==> src/rtl/boot_seq_pkg.sv <==
package boot_seq_pkg;

    localparam int ADDR_W = 7;

    typedef enum logic [2:0] {
        ST_WAIT_RST,
        ST_EE_REQ,
        ST_EE_WAIT,
        ST_HALT_CHK,
        ST_HALTED,
        ST_RUN
    } seq_state_t;

    typedef enum logic [1:0] {
        MODE_PLAIN,
        MODE_EEPROM,
        MODE_RSVD
    } mode_class_t;

    typedef struct packed {
        logic [3:0] sl;
        logic [3:0] ms;
        logic       halt;
        logic       slow;
    } strap_t;

    function automatic mode_class_t classify_mode(input logic [3:0] m);
        case (m)
            4'd0:    return MODE_PLAIN;
            4'd1:    return MODE_EEPROM;
            default: return MODE_RSVD;
        endcase
    endfunction

    // Index k of the result holds address bit k+1.
    function automatic logic [ADDR_W-1:0] make_slave_addr(input logic [3:0] p);
        return {1'b1, 1'b1, p[3], 1'b0, p[2:0]};
    endfunction

    function automatic logic [ADDR_W-1:0] make_eeprom_addr(input logic [3:0] p);
        return {1'b1, 1'b0, 1'b1, p};
    endfunction

endpackage

==> src/rtl/strap_capture.sv <==
module strap_capture
    import boot_seq_pkg::*;
(
    input  logic              clk,
    input  logic              fund_rst_n,
    input  logic              capture,
    input  strap_t            straps_in,
    output logic              halt_l,
    output logic [ADDR_W-1:0] slave_addr,
    output logic [ADDR_W-1:0] eeprom_addr,
    output logic              slow
);
    strap_t held;

    always_ff @(posedge clk) begin
        if (!fund_rst_n)
            held <= '0;
        else if (capture)
            held <= straps_in;
    end

    assign halt_l      = held.halt;
    assign slow        = held.slow;
    assign slave_addr  = make_slave_addr(held.sl);
    assign eeprom_addr = make_eeprom_addr(held.ms);
endmodule

==> src/rtl/boot_fsm.sv <==
module boot_fsm
    import boot_seq_pkg::*;
#(
    parameter int MODE_W = 4
) (
    input  logic              clk,
    input  logic              fund_rst_n,
    input  logic [MODE_W-1:0] mode_pins,
    input  logic              halt_l,
    input  logic              ee_done,
    input  logic              ee_err,
    input  logic              sw_halt_clr,
    output logic              capture,
    output logic              ee_start,
    output logic              mgmt_en,
    output logic              halted,
    output logic              core_en,
    output logic              mode_err,
    output logic              load_err
);
    seq_state_t  state, nxt;
    mode_class_t mc;

    assign mc = classify_mode(4'(mode_pins));

    always_comb begin
        nxt = state;
        case (state)
            ST_WAIT_RST: nxt = (mc == MODE_EEPROM) ? ST_EE_REQ : ST_HALT_CHK;
            ST_EE_REQ:   nxt = ST_EE_WAIT;
            ST_EE_WAIT:  if (ee_done || ee_err) nxt = ST_HALT_CHK;
            ST_HALT_CHK: nxt = halt_l ? ST_HALTED : ST_RUN;
            ST_HALTED:   if (sw_halt_clr) nxt = ST_RUN;
            ST_RUN:      nxt = ST_RUN;
            default:     nxt = ST_WAIT_RST;
        endcase
    end

    always_ff @(posedge clk) begin
        if (!fund_rst_n) begin
            state    <= ST_WAIT_RST;
            mode_err <= 1'b0;
            load_err <= 1'b0;
        end else begin
            state <= nxt;
            if (state == ST_WAIT_RST && mc == MODE_RSVD)
                mode_err <= 1'b1;
            if (state == ST_EE_WAIT && ee_err)
                load_err <= 1'b1;
        end
    end

    assign capture  = (state == ST_WAIT_RST) && fund_rst_n;
    assign ee_start = (state == ST_EE_REQ);
    assign mgmt_en  = (state != ST_WAIT_RST);
    assign halted   = (state == ST_HALTED);
    assign core_en  = (state == ST_RUN);
endmodule

==> src/rtl/boot_seq.sv <==
module boot_seq
    import boot_seq_pkg::*;
#(
    parameter int MODE_W = 4
) (
    input  logic              clk,
    input  logic              fund_rst_n,
    input  logic [3:0]        sl_pins,
    input  logic [3:0]        ms_pins,
    input  logic [MODE_W-1:0] mode_pins,
    input  logic              halt_pin,
    input  logic              slow_pin,
    input  logic              ee_done,
    input  logic              ee_err,
    input  logic              sw_halt_clr,
    output logic              ee_start,
    output logic [6:0]        slave_addr,
    output logic [6:0]        eeprom_addr,
    output logic              mgmt_slow,
    output logic              mgmt_en,
    output logic              halted,
    output logic              core_en,
    output logic              mode_err,
    output logic              load_err
);
    logic   capture;
    logic   halt_l;
    strap_t straps;

    assign straps = '{sl: sl_pins, ms: ms_pins, halt: halt_pin, slow: slow_pin};

    strap_capture u_cap (
        .clk         (clk),
        .fund_rst_n  (fund_rst_n),
        .capture     (capture),
        .straps_in   (straps),
        .halt_l      (halt_l),
        .slave_addr  (slave_addr),
        .eeprom_addr (eeprom_addr),
        .slow        (mgmt_slow)
    );

    boot_fsm #(.MODE_W(MODE_W)) u_fsm (
        .clk         (clk),
        .fund_rst_n  (fund_rst_n),
        .mode_pins   (mode_pins),
        .halt_l      (halt_l),
        .ee_done     (ee_done),
        .ee_err      (ee_err),
        .sw_halt_clr (sw_halt_clr),
        .capture     (capture),
        .ee_start    (ee_start),
        .mgmt_en     (mgmt_en),
        .halted      (halted),
        .core_en     (core_en),
        .mode_err    (mode_err),
        .load_err    (load_err)
    );
endmodule

==> config.mk <==
export PLATFORM = sky130hd
export DESIGN_NAME = boot_seq
export DESIGN_NICKNAME = d
export VERILOG_FILES = /design/src/rtl/boot_seq_pkg.sv /design/src/rtl/strap_capture.sv /design/src/rtl/boot_fsm.sv /design/src/rtl/boot_seq.sv
export SDC_FILE = /design/constraint.sdc
export NUM_CORES = 1
export LEC_CHECK = 0
export BUFFER_PORTS_ARGS = -buffer_cell sky130_fd_sc_hd__buf_2
export CAP_MARGIN = 0
export CORE_MARGIN = 5
export CORE_UTILIZATION = 37
export DETAILED_ROUTE_END_ITERATION = 6
export PLACE_DENSITY = 0.74
export SYNTH_ARGS = -nofsm -noshare
export SYNTH_HDL_FRONTEND = slang
export SYNTH_SLANG_ARGS = --single-unit
export TNS_END_PERCENT = 50
==> constraint.sdc <==
create_clock -name clk -period 1.35 [get_ports clk]
set_clock_uncertainty 0.2 [all_clocks]
set_input_delay 0.405 -clock clk [delete_from_list [all_inputs] [get_ports clk]]
set_output_delay 0.405 -clock clk [all_outputs]
set_load 0.01 [all_outputs]
Yosys cells after proc, flatten, opt, wreduce, memory -nomap -nowiden
Index checks and enable logic that the tools add are counted.
Widths: inputs -> output; s select.
{"block": "word_totals", "ff_bits": 15, "latchBits": 0, "ram_bits": 0, "romBits": 0, "in_bits": 19, "output_inout_bits": 21, "word_cells": 31, "n_memories": 0}
{"block": "classes", "add_sub_neg": 0, "mul": 0, "div": 0, "magnitude_cmp": 0, "n_eq_ne": 10, "shift": 0, "mux": 6, "bitwise_logic": 0, "n_reduce_logical": 8}
{"operator": "$pmux 3 s6", "n": 1}
{"operator": "$eq 3x2->1 const B", "n": 2}
{"operator": "$eq 3x3->1 const B", "n": 2}
{"operator": "$mux 3", "n": 2}
{"operator": "$eq 4x1->1 const B", "n": 1}
{"operator": "$logic_not 4->1", "n": 1}
{"operator": "$pmux 2 s2", "n": 1}
{"operator": "$eq 3x1->1 const B", "n": 1}
{"operator": "$logic_and 1x1->1", "n": 3}
{"operator": "$logic_not 3->1", "n": 1}
{"operator": "$reduce_bool 3->1", "n": 1}
{"operator": "$eq 2x1->1 const B", "n": 1}
{"operator": "$eq 2x2->1 const B", "n": 1}
{"operator": "$mux 2", "n": 1}
{"operator": "$ne 2x1->1 const B", "n": 1}
{"operator": "$ne 2x2->1 const B", "n": 1}
{"operator": "$reduce_and 2->1", "n": 1}
{"operator": "$logic_or 1x1->1", "n": 1}
{"operator": "$mux 1", "n": 1}

Logic depth before layout (Yosys ltp)
Gate-level depths: netlist (run 1).
{"block": "depth", "ltp_word": 5, "ltp_mapped": 6, "ltp_nobuf": 4}

Cells and area by module
A second synthesis (run 1) with hierarchy kept.
{"block": "unflattened", "cells_unflattened": 72, "area_unflattened_um2": 725.7}
{"mod": "strap_capture", "instances": 1, "cells_per_inst": 39, "area_each_um2": 426.7, "seq_area_each_um2": 200.2}
{"mod": "boot_fsm", "instances": 1, "cells_per_inst": 33, "area_each_um2": 299.0, "seq_area_each_um2": 100.1}

Worst setup path before layout (run 1)
OpenSTA, ideal clock, no wires.
{"block": "synth_timing", "path_type": "register to output", "from": "reg u_fsm.state[1]", "to": "out mgmt_en", "t_arrival_ns": 0.807, "t_required_ns": 0.745, "path_slack_ns": -0.062, "stages_incl_launch_ff": 5, "path_buffers": 2, "path_cell_list": "dfxtp_1 buf_6 nor3_4 inv_2 buf_6"}
{"block": "synth_between", "elab_chain_cells": 1}
{"element": "start, declared", "line": "boot_fsm.sv:21", "source": "seq_state_t state, nxt;"}
{"element": "start signal, assigned", "line": "boot_fsm.sv:45", "source": "state <= nxt;"}
{"element": "$reduce_bool 3->1", "line": "boot_fsm.sv:55", "source": "assign mgmt_en = (state != ST_WAIT_RST);"}
{"element": "end, declared", "line": "boot_seq.sv:20", "source": "output logic mgmt_en,"}
No other way between the ends.

Worst setup path in the final report (run 1)
{"block": "layout_timing", "from": "reg u_fsm.state[0]", "to": "out mgmt_en"}
Same word-level chain as after synthesis.

==> results of run 1 <==
stage by stage:
| step | setup TNS [ns] | instance area [µm²] |
|---|---|---|
| 2_1_floorplan | -0.102 | 708 |
| 4_1_cts | -1.23 | 998 |
| 3_3_place_gp | -0.112 | 882 |
| 5_1_grt | -1.69 | 1060 |
| 3_5_place_dp | -0.203 | 882 |
| 6_report | -1.18 | 1060 |
flip-flops by register name, summed over array words and instances (netlist names):
| signal | cells |
|---|---|
| u_cap.halt_l | 1 |
| u_cap.slow | 1 |
| u_cap.slave_addr | 4 |
| u_cap.eeprom_addr | 4 |
| u_fsm.mode_err | 1 |
| u_fsm.state | 3 |
| u_fsm.load_err | 1 |
cells in the mapped netlist:
library cell and instances:
nor2_1 6, nand2b_1 2, nor3_4 1, inv_2 1, buf_4 6, nand3b_1 1
buf_2 1, buf_6 3, conb_1 2, a21boi_1 10, inv_1 1, and3_1 1
dfxtp_1 15, nor3_1 3, a21boi_0 1, a22oi_1 1, nand2_1 22, a31oi_1 2
nor2b_1 2, o21a_1 1, o21ai_0 1, clkbuf_1 1
critical path, delay by kind of cell (launching register included):
| family | cells | cell delay [ns] |
|---|---|---|
| flip-flops | 1 | 0.35 |
| buffers and inverters | 3 | 0.30 |
| AND/OR/NAND/NOR | 1 | 0.13 |
logic make-up (layout without fill, tap and decap cells):
family | count (synthesis) | after routing
AO/OA/AOI/OAI | 16 | 16
buffers and inverters | 13 | 49
flip-flops | 15 | 15
AND/OR/NAND/NOR | 38 | 38
other | 2 | 6
cell type report:
class / instances / area [µm²]
Inverter: 2 / 7.51
Tap cell: 25 / 31.3
Fill cell: 158 / 684
Multi-Input combinational cell: 60 / 345
Sequential cell: 15 / 323
Clock buffer: 4 / 26.3
Timing Repair Buffer: 43 / 328
power breakdown:
group          total [mW]  switching, mW  internal [mW]
logic               0.422          0.193          0.229
clock network       0.262          0.147          0.115
registers           0.547         0.0443          0.503
total                1.23          0.385          0.847
routing by layer:
metal	track usage (%)	routed length (µm)
met5	0	0
met4	11.9	65
met3	3.94	138
met2	24.5	970
met1	14.5	695
repair_timing:
action | 4_1_cts | 5_1_grt
gates resized for setup | 22 | 16
buffers inserted | 4 | 0
pin swaps | 2 | 2
endpoints found under the setup margin | 14 | 27
worst paths after layout:
check                       start              endpoint  slack, ns  cells past startpoint
max                u_fsm.state[0]               mgmt_en      -0.33                      4
min                  mode_pins[0]        u_fsm.state[1]       0.09                      2
max reg2reg        u_fsm.state[0]        u_fsm.state[0]       0.05                      5
min reg2reg  u_cap.eeprom_addr[3]  u_cap.eeprom_addr[3]       0.26                      2
placed cells by master, fill, tap and decap left out:
cell type,instances
inv_2,1
nor2b_2,1
inv_1,1
clkbuf_1,1
buf_2,21
dfxtp_1,1
nor2_4,1
and3_1,1
dfxtp_4,2
a22oi_2,1
nand2b_1,1
nand3b_1,1
buf_12,1
nor2b_1,1
nor3_2,1
nand2b_4,1
o21ai_0,1
dfxtp_2,12
nor2_2,2
buf_6,12
nor3_1,2
nor3_4,1
nor2_1,3
a31oi_1,2
a21boi_1,10
a21boi_0,1
buf_4,9
o21a_1,1
conb_1,6
clkbuf_4,3
nand2_1,22
==> qor.csv, run 1 <==
stage;metric;value;unit
sta;setup_violations;4;
floorplan;ioPinCount;40;
logic_synthesis;synth_xor_area_share;0;%
logic_synthesis;synth-seq-cells;15;
global_route;grt_usage;14.5;%
sta;grt_setup_unrepaired;yes;
sta;timing.hold.ws;0.0883;ns
logic_synthesis;ys_seq_area_share;43.3;%
floorplan;core;1750;µm²
placement;place_ws;-0.0764;ns
logic_synthesis;synth-simple-area-share;25.3;%
run_status;violations;negative setup slack;
sta;min_period_over_period;124;%
logic_synthesis;synth_top_family_by_area;simple AND/OR/NAND/NOR gates;
floorplan;rows;15;
final_layout;area_growth;53.1;%
min_path;hp-class;input port to flip-flop;
sta;maxSlewViolCount;0;
detailed_routing;via_per_inst;4.50;
clock_network;numClockSinks;15;
detailed_routing;drt-initial-drc-count;5;
logic_synthesis;avgSynthCellArea;8.25;µm²
power_and_ir_drop;power;1.23;mW
floorplan;die_width;53.3;µm
global_route;grt_pass1_wl;2.90;mm
power_and_ir_drop;vdd_drop_max;0.529;mV
detailed_routing;totalWireLength;1.87;mm
logic_synthesis;syn-cell-area;693;µm²
final_layout;final_util;60.8;%
sta;worst_pin_slew;0.499;ns
critical_path;worstPathRequired;0.75;ns
critical_path;path_class;flip-flop to output port;
floorplan;dieHeight;53.3;µm
sta;setup_ws;-0.327;ns
floorplan;initial_core_util;39.7;%
logic_synthesis;netlist_instances;84;
power_and_ir_drop;p_leak;0.492;nW
final_layout;nets;144;
clock_network;cts_max_level;1;
critical_path;worstSetupEndpointType;output port;
critical_path;start_kind;flip-flop;
placement;dp_hpwl;1.29;mm
final_layout;fin_cells;149;
placement;io_buffer_count;33;
run_status;status;finished, violations left;
clock_network;clkLatencyLatePin;0.29;ns
clock_network;clk_pin_slew;0.09;ns
clock_network;max-clock-path-buffers;2;
floorplan;die-area;2840;µm²
global_route;first_global_vias;707;
global_route;grt_max_degree;16;
critical_path;path_max_fanout;3;
logic_synthesis;synth_area_leaders;dfxtp_1 (43%), nand2_1 (12%), a21boi_1 (11%), buf_4 (6.5%), buf_6 (4.9%);
clock_network;cts_buffers;3;
logic_synthesis;synth_area_leader_cell;dfxtp_1;
power_and_ir_drop;powerDensity;1160;nW/µm²
logic_synthesis;synth.distinct_cells;22;
critical_path;critPathMaxStageDelay;0.35;ns
global_route;antenna_found_initial;0;
detailed_routing;dr.pass1.iters;3;
sta;fmax;596;MHz
placement;dp.cells;142;
clock_network;clock-root-buffer;clkbuf_4;
sta;relSlewSlack;66.5;%
final_layout;num_antenna_cells;0;
placement;place.gp.congestion;0.779;
logic_synthesis;synthAdderAreaFrac;0;%
critical_path;cp.arrival;1.07;ns
logic_synthesis;ys_warn_count;0;
clock_network;hold_buffers;0;
logic_synthesis;synth-compound-area-share;16.6;%
sta;finalHoldViolCount;0;
detailed_routing;vias;670;
global_route;grt_overflow_total;0;
final_layout;drive_gt1_share;55.6;%
critical_path;crit_chain;buf_12, nor3_4, inv_2, buf_6;
job;max-cap-violations;0;
critical_path;crit_slowest_cell;dfxtp_2;
detailed_routing;drcViolationCount;0;
detailed_routing;ant_nets;0;
detailed_routing;avgRoutedWirePerCell;12.6;µm
logic_synthesis;synthMuxAreaShare;0;%
sta;fin_crit;1.68;ns
clock_network;cts_tree;yes;
logic_synthesis;netlist.area_leader.share;43.3;%
(Power assumes the default switching activity.)
==> inputs of run 2 (changes only) <==
--- a/constraint.sdc
+++ b/constraint.sdc
@@ -3,3 +3,3 @@
 set_input_delay 0.405 -clock clk [delete_from_list [all_inputs] [get_ports clk]]
 set_output_delay 0.405 -clock clk [all_outputs]
-set_load 0.01 [all_outputs]
+set_load 0.1 [all_outputs]
==> run 2 against run 1 <==
Compared with the run above:
- the run still ends with negative setup slack left
- setup slack got worse by 0.058 ns
- sequential share of layout area shrank 3.4 points
- cell area rose by 13%
- critical endpoint is now ee_start
- sequential cell count stayed put
- clock power down 2%
- critical path type unchanged
- highest routed layer unchanged
==> qor.csv, run 2 (synthesis results as in run 1) <==
stage;metric;value;unit
final_layout;final_common_cell;nand2_1;
sta;fin_crit;1.74;ns
critical_path;worstPathRequired;0.75;ns
critical_path;start_kind;flip-flop;
global_route;grt_pass1_wl;2.59;mm
placement;dp.cells;142;
placement;io_buffer_count;33;
detailed_routing;dr.pass1.iters;4;
placement;place.gp.congestion;0.667;
clock_network;max-clock-path-buffers;2;
global_route;antenna_found_initial;0;
sta;setup_ws;-0.385;ns
sta;fmax;576;MHz
run_status;status;finished, violations left;
critical_path;path_max_fanout;4;
final_layout;num_antenna_cells;0;
min_path;worstHoldPathCells;2;
final_layout;layout_common_cells;nand2_1 (22), buf_2 (18), buf_12 (15);
clock_network;clk_pin_slew;0.08;ns
placement;dp_hpwl;1.34;mm
detailed_routing;ant_nets;0;
sta;timing.hold.ws;0.105;ns
min_path;holdCritStartpoint;mode_pins[0];
floorplan;ioPinCount;40;
critical_path;reg2reg_from;u_fsm.state[2];
final_layout;fin_cells;147;
detailed_routing;drt-initial-drc-count;6;
global_route;first_global_vias;605;
power_and_ir_drop;powerDensity;1430;nW/µm²
sta;maxSlewViolCount;0;
global_route;grt_max_degree;16;
detailed_routing;avgRoutedWirePerCell;11.7;µm
floorplan;dieHeight;53.3;µm
power_and_ir_drop;p_clk_share;14.9;%
detailed_routing;drcViolationCount;0;
job;max-cap-violations;0;
sta;min_period_over_period;129;%
run_status;violations;negative setup slack;
global_route;grt_overflow_total;0;
clock_network;cts_max_level;1;
critical_path;cp.arrival;1.13;ns
sta;finalHoldViolCount;0;
floorplan;die-area;2840;µm²
global_route;grt_usage;13.1;%
critical_path;worstSetupEndpointType;output port;
power_and_ir_drop;power.share.combinational;52.4;%
clock_network;numClockSinks;15;
power_and_ir_drop;power.internal;934;µW
detailed_routing;via_per_inst;4.46;
critical_path;r2r_cells;5;
power_and_ir_drop;switching_share;45.8;%
clock_network;clock-root-buffer;clkbuf_4;
power_and_ir_drop;vdd_drop_max;0.862;mV
sta;finalSetupTns;-2.30;ns
clock_network;cts_tree;yes;
power_and_ir_drop;p_leak;0.519;nW
final_layout;nets;142;
clock_network;clkLatencyLatePin;0.28;ns
detailed_routing;totalWireLength;1.73;mm
power_and_ir_drop;switchingPower;788;µW
detailed_routing;vias;655;
floorplan;rows;15;
sta;setup_violations;15;
critical_path;path_class;flip-flop to output port;
floorplan;die_width;53.3;µm
min_path;hp-class;input port to flip-flop;
final_layout;area_growth;73.5;%
critical_path;rr_endpoint;u_fsm.state[0];
final_layout;drive_gt1_share;54.9;%
floorplan;initial_core_util;39.7;%
min_path;whs_endpoint;u_fsm.state[1];
floorplan;core;1750;µm²
clock_network;cts_buffers;3;
critical_path;ff2ff_setup_slack;0.04;ns
sta;grt_setup_unrepaired;yes;
power_and_ir_drop;power_frac_seq;32.7;%
-- run 2: repair_timing --
action	CTS	global route
resized for setup	5	4
pin swaps	1	1
cloned	0	0
hold buffers	0	0
buffers inserted	1	0
setup endpoints to repair	15	17
-- run 2: worst max-delay path by stage --
stage                        start  endpoint  cells after the start
floorplan           u_fsm.state[0]  ee_start                      3
global placement    u_fsm.state[1]  ee_start                      3
detailed placement  u_fsm.state[0]  ee_start                      3
CTS                 u_fsm.state[1]  ee_start                      3
global route        u_fsm.state[1]  ee_start                      3
finish              u_fsm.state[1]  ee_start                      3
-- run 2: cell type report --
class	count	area [µm²]
Multi-Input combinational cell	60	359
Clock buffer	4	26.3
Inverter	2	10.0
Tap cell	25	31.3
Sequential cell	15	325
Timing Repair Buffer	41	450
Fill cell	141	543
-- run 2: power by group through the flow --
stage               sequential [mW]  combinational [mW]  clock, mW
floorplan                     0.801               0.390          0
global placement              0.570               0.879          0
detailed placement            0.574               0.888          0
CTS                           0.565               0.896      0.262
global route                  0.573               0.941      0.278
finish                        0.563               0.902      0.256
-- run 2: per-stage QoR --
| stage | cell area, µm² | power (mW) | utilization [%] | worst slack, ns |
|---|---|---|---|---|
| 2_1_floorplan | 766 | 1.19 | - | -0.539 |
| 3_3_place_gp | 1150 | 1.45 | 65.7 | -0.0893 |
| 3_5_place_dp | 1150 | 1.46 | 65.7 | -0.0960 |
| 4_1_cts | 1190 | 1.72 | 68.2 | -0.397 |
| 5_1_grt | 1200 | 1.79 | 68.9 | -0.442 |
| 6_report | 1200 | 1.72 | 68.9 | -0.385 |
-- run 2: worst max-delay path, stage by stage (launching register included) --
cell and delay, ns:
dfxtp_2 0.35, buf_4 0.15, nor3_4 0.14, buf_12 0.20
-- run 2: metal layers --
metal,global-route usage (%),part of all wire (%),vias up
met3,1.41,6.0,5
met5,0,0,-
met4,11.5,3.2,0
met2,21.4,51,21
li1,-,-,335
met1,14.7,39,294
==> inputs of run 3 (changes only) <==
Settings changed: REMOVE_ABC_BUFFERS from default to 1, SLEW_MARGIN from default to 20.
==> run 3 against run 2 <==
Compared with the run above:
- the run still ends with negative setup slack left
- routed wire length increased by 1.3%
- maximum frequency decreased by 2.9%
- highest routed layer unchanged
- register-to-register slack worse by 0.10 ns
- worst hold slack got worse by 0.026 ns
- critical endpoint is now mgmt_en
- critical path depth is 1 higher
- combinational power rose by 3.1%
- non-clock buffer count is 2 higher
- via count increased by 1.1%
- critical path type unchanged
==> qor.csv, run 3 (synthesis results as in run 1) <==
stage;metric;value;unit
run_status;status;finished, violations left;
run_status;violations;negative setup slack;
placement;dp_hpwl;1.31;mm
critical_path;path_class;flip-flop to output port;
detailed_routing;ant_nets;0;
detailed_routing;totalWireLength;1.75;mm
final_layout;layout_common_cells;nand2_1 (22), buf_2 (18), buf_12 (15);
critical_path;start_kind;flip-flop;
detailed_routing;dr.pass1.iters;2;
detailed_routing;via_per_inst;4.44;
critical_path;worstSetupEndpointType;output port;
sta;setup_ws;-0.437;ns
min_path;holdCritStartpoint;mode_pins[0];
clock_network;max-clock-path-buffers;2;
placement;place_ws;-0.192;ns
critical_path;cp.arrival;1.18;ns
global_route;grt_max_degree;16;
global_route;first_global_vias;652;
floorplan;rows;15;
final_layout;drive_gt1_share;56.5;%
critical_path;worstPathRequired;0.75;ns
floorplan;dieHeight;53.3;µm
critical_path;critPathMaxStageDelay;0.37;ns
power_and_ir_drop;powerDensity;1420;nW/µm²
floorplan;core;1750;µm²
clock_network;clk_pin_slew;0.09;ns
critical_path;crit_slowest_cell;dfxtp_4;
min_path;hp-class;input port to flip-flop;
clock_network;numClockSinks;15;
detailed_routing;drt-initial-drc-count;8;
final_layout;area_growth;76.4;%
final_layout;fin_cells;149;
final_layout;final_common_cell;nand2_1;
power_and_ir_drop;p_leak;0.533;nW
placement;place.gp.congestion;0.739;
floorplan;initial_core_util;39.7;%
sta;min_period_over_period;132;%
clock_network;cts_tree;yes;
detailed_routing;drcViolationCount;0;
critical_path;cp-startpoint;u_fsm.state[1];
detailed_routing;vias;662;
sta;setup_violations;17;
floorplan;ioPinCount;40;
global_route;grt_overflow_total;0;
critical_path;crit_chain;buf_6, nor3_4, inv_2, buf_12;
job;max-cap-violations;0;
floorplan;die_width;53.3;µm
global_route;grt_pass1_wl;2.65;mm
sta;maxSlewViolCount;0;
final_layout;fillerInstances;140;
sta;grt_setup_unrepaired;yes;
clock_network;cts_max_level;1;
clock_network;clkLatencyLatePin;0.28;ns
sta;finalHoldViolCount;0;
detailed_routing;avgRoutedWirePerCell;11.7;µm
clock_network;clock-root-buffer;clkbuf_4;
floorplan;die-area;2840;µm²
critical_path;reg2reg_from;u_fsm.state[0];
final_layout;num_antenna_cells;0;
critical_path;path_max_fanout;4;
final_layout;nets;144;
sta;fin_crit;1.79;ns
power_and_ir_drop;vdd_drop_max;0.852;mV
global_route;grt_usage;13.1;%
placement;dp.cells;145;
global_route;antenna_found_initial;0;
sta;fmax;559;MHz
placement;io_buffer_count;33;
clock_network;cts_buffers;3;
## run 3: power by group
group	switching, mW	total (mW)	internal, mW
clock network	0.146	0.256	0.110
logic	0.599	0.930	0.331
registers	0.0515	0.555	0.504
total	0.797	1.74	0.945
## run 3: cell type report
cell class                 count  area, µm²  share of cell area (%)
inverter                       2       7.51                   0.614
sequential                    15        323                    26.4
clock buffer                   3       22.5                    1.84
timing repair buffer          43        477                    39.0
tap                           25       31.3                    2.56
multi-input combinational     60        357                    29.2
clock inverter                 1       5.00                   0.409
## run 3: routing by layer
layer	GRT usage (%)	up-vias	part of all wire [%]
met5	0	-	0
met4	5.96	0	2.2
met3	7.61	6	11
met2	21.8	31	49
met1	12.9	286	38
li1	-	339	-
## run 3: critical path: cells and delay by family (launching register included)
kind                   cells  cell delay (ns)
flip-flops                 1             0.37
buffers and inverters      3             0.35
AND/OR/NAND/NOR            1             0.17
## run 3: repair_timing
action | 4_1_cts | 5_1_grt
pin swaps | 3 | 3
resized for setup | 21 | 9
buffers inserted | 0 | 1
endpoints found under the setup margin | 27 | 28
hold buffers | 0 | 0
## run 3: final timing paths
path	cells after the start	end	slack, ns
setup reg to reg	5	u_fsm.state[0]	-0.06
setup / recovery	4	mgmt_en	-0.44
hold reg to reg	2	u_cap.halt_l	0.26
hold / removal	2	u_fsm.state[1]	0.08
## run 3: through the flow
| step | power, mW | util (%) | hold slack [ns] | setup TNS (ns) | area, µm² |
|---|---|---|---|---|---|
| after floorplan | 1.09 | - | 0.230 | -8.93 | 621 |
| after global placement | 1.43 | 64.0 | 0.238 | -0.537 | 1120 |
| after detailed placement | 1.44 | 64.0 | 0.248 | -0.689 | 1120 |
| after CTS | 1.73 | 68.3 | 0.0740 | -2.65 | 1190 |
| after global routing | 1.82 | 70.0 | 0.0686 | -3.79 | 1220 |
| final | 1.74 | 70.0 | 0.0798 | -2.54 | 1220 |
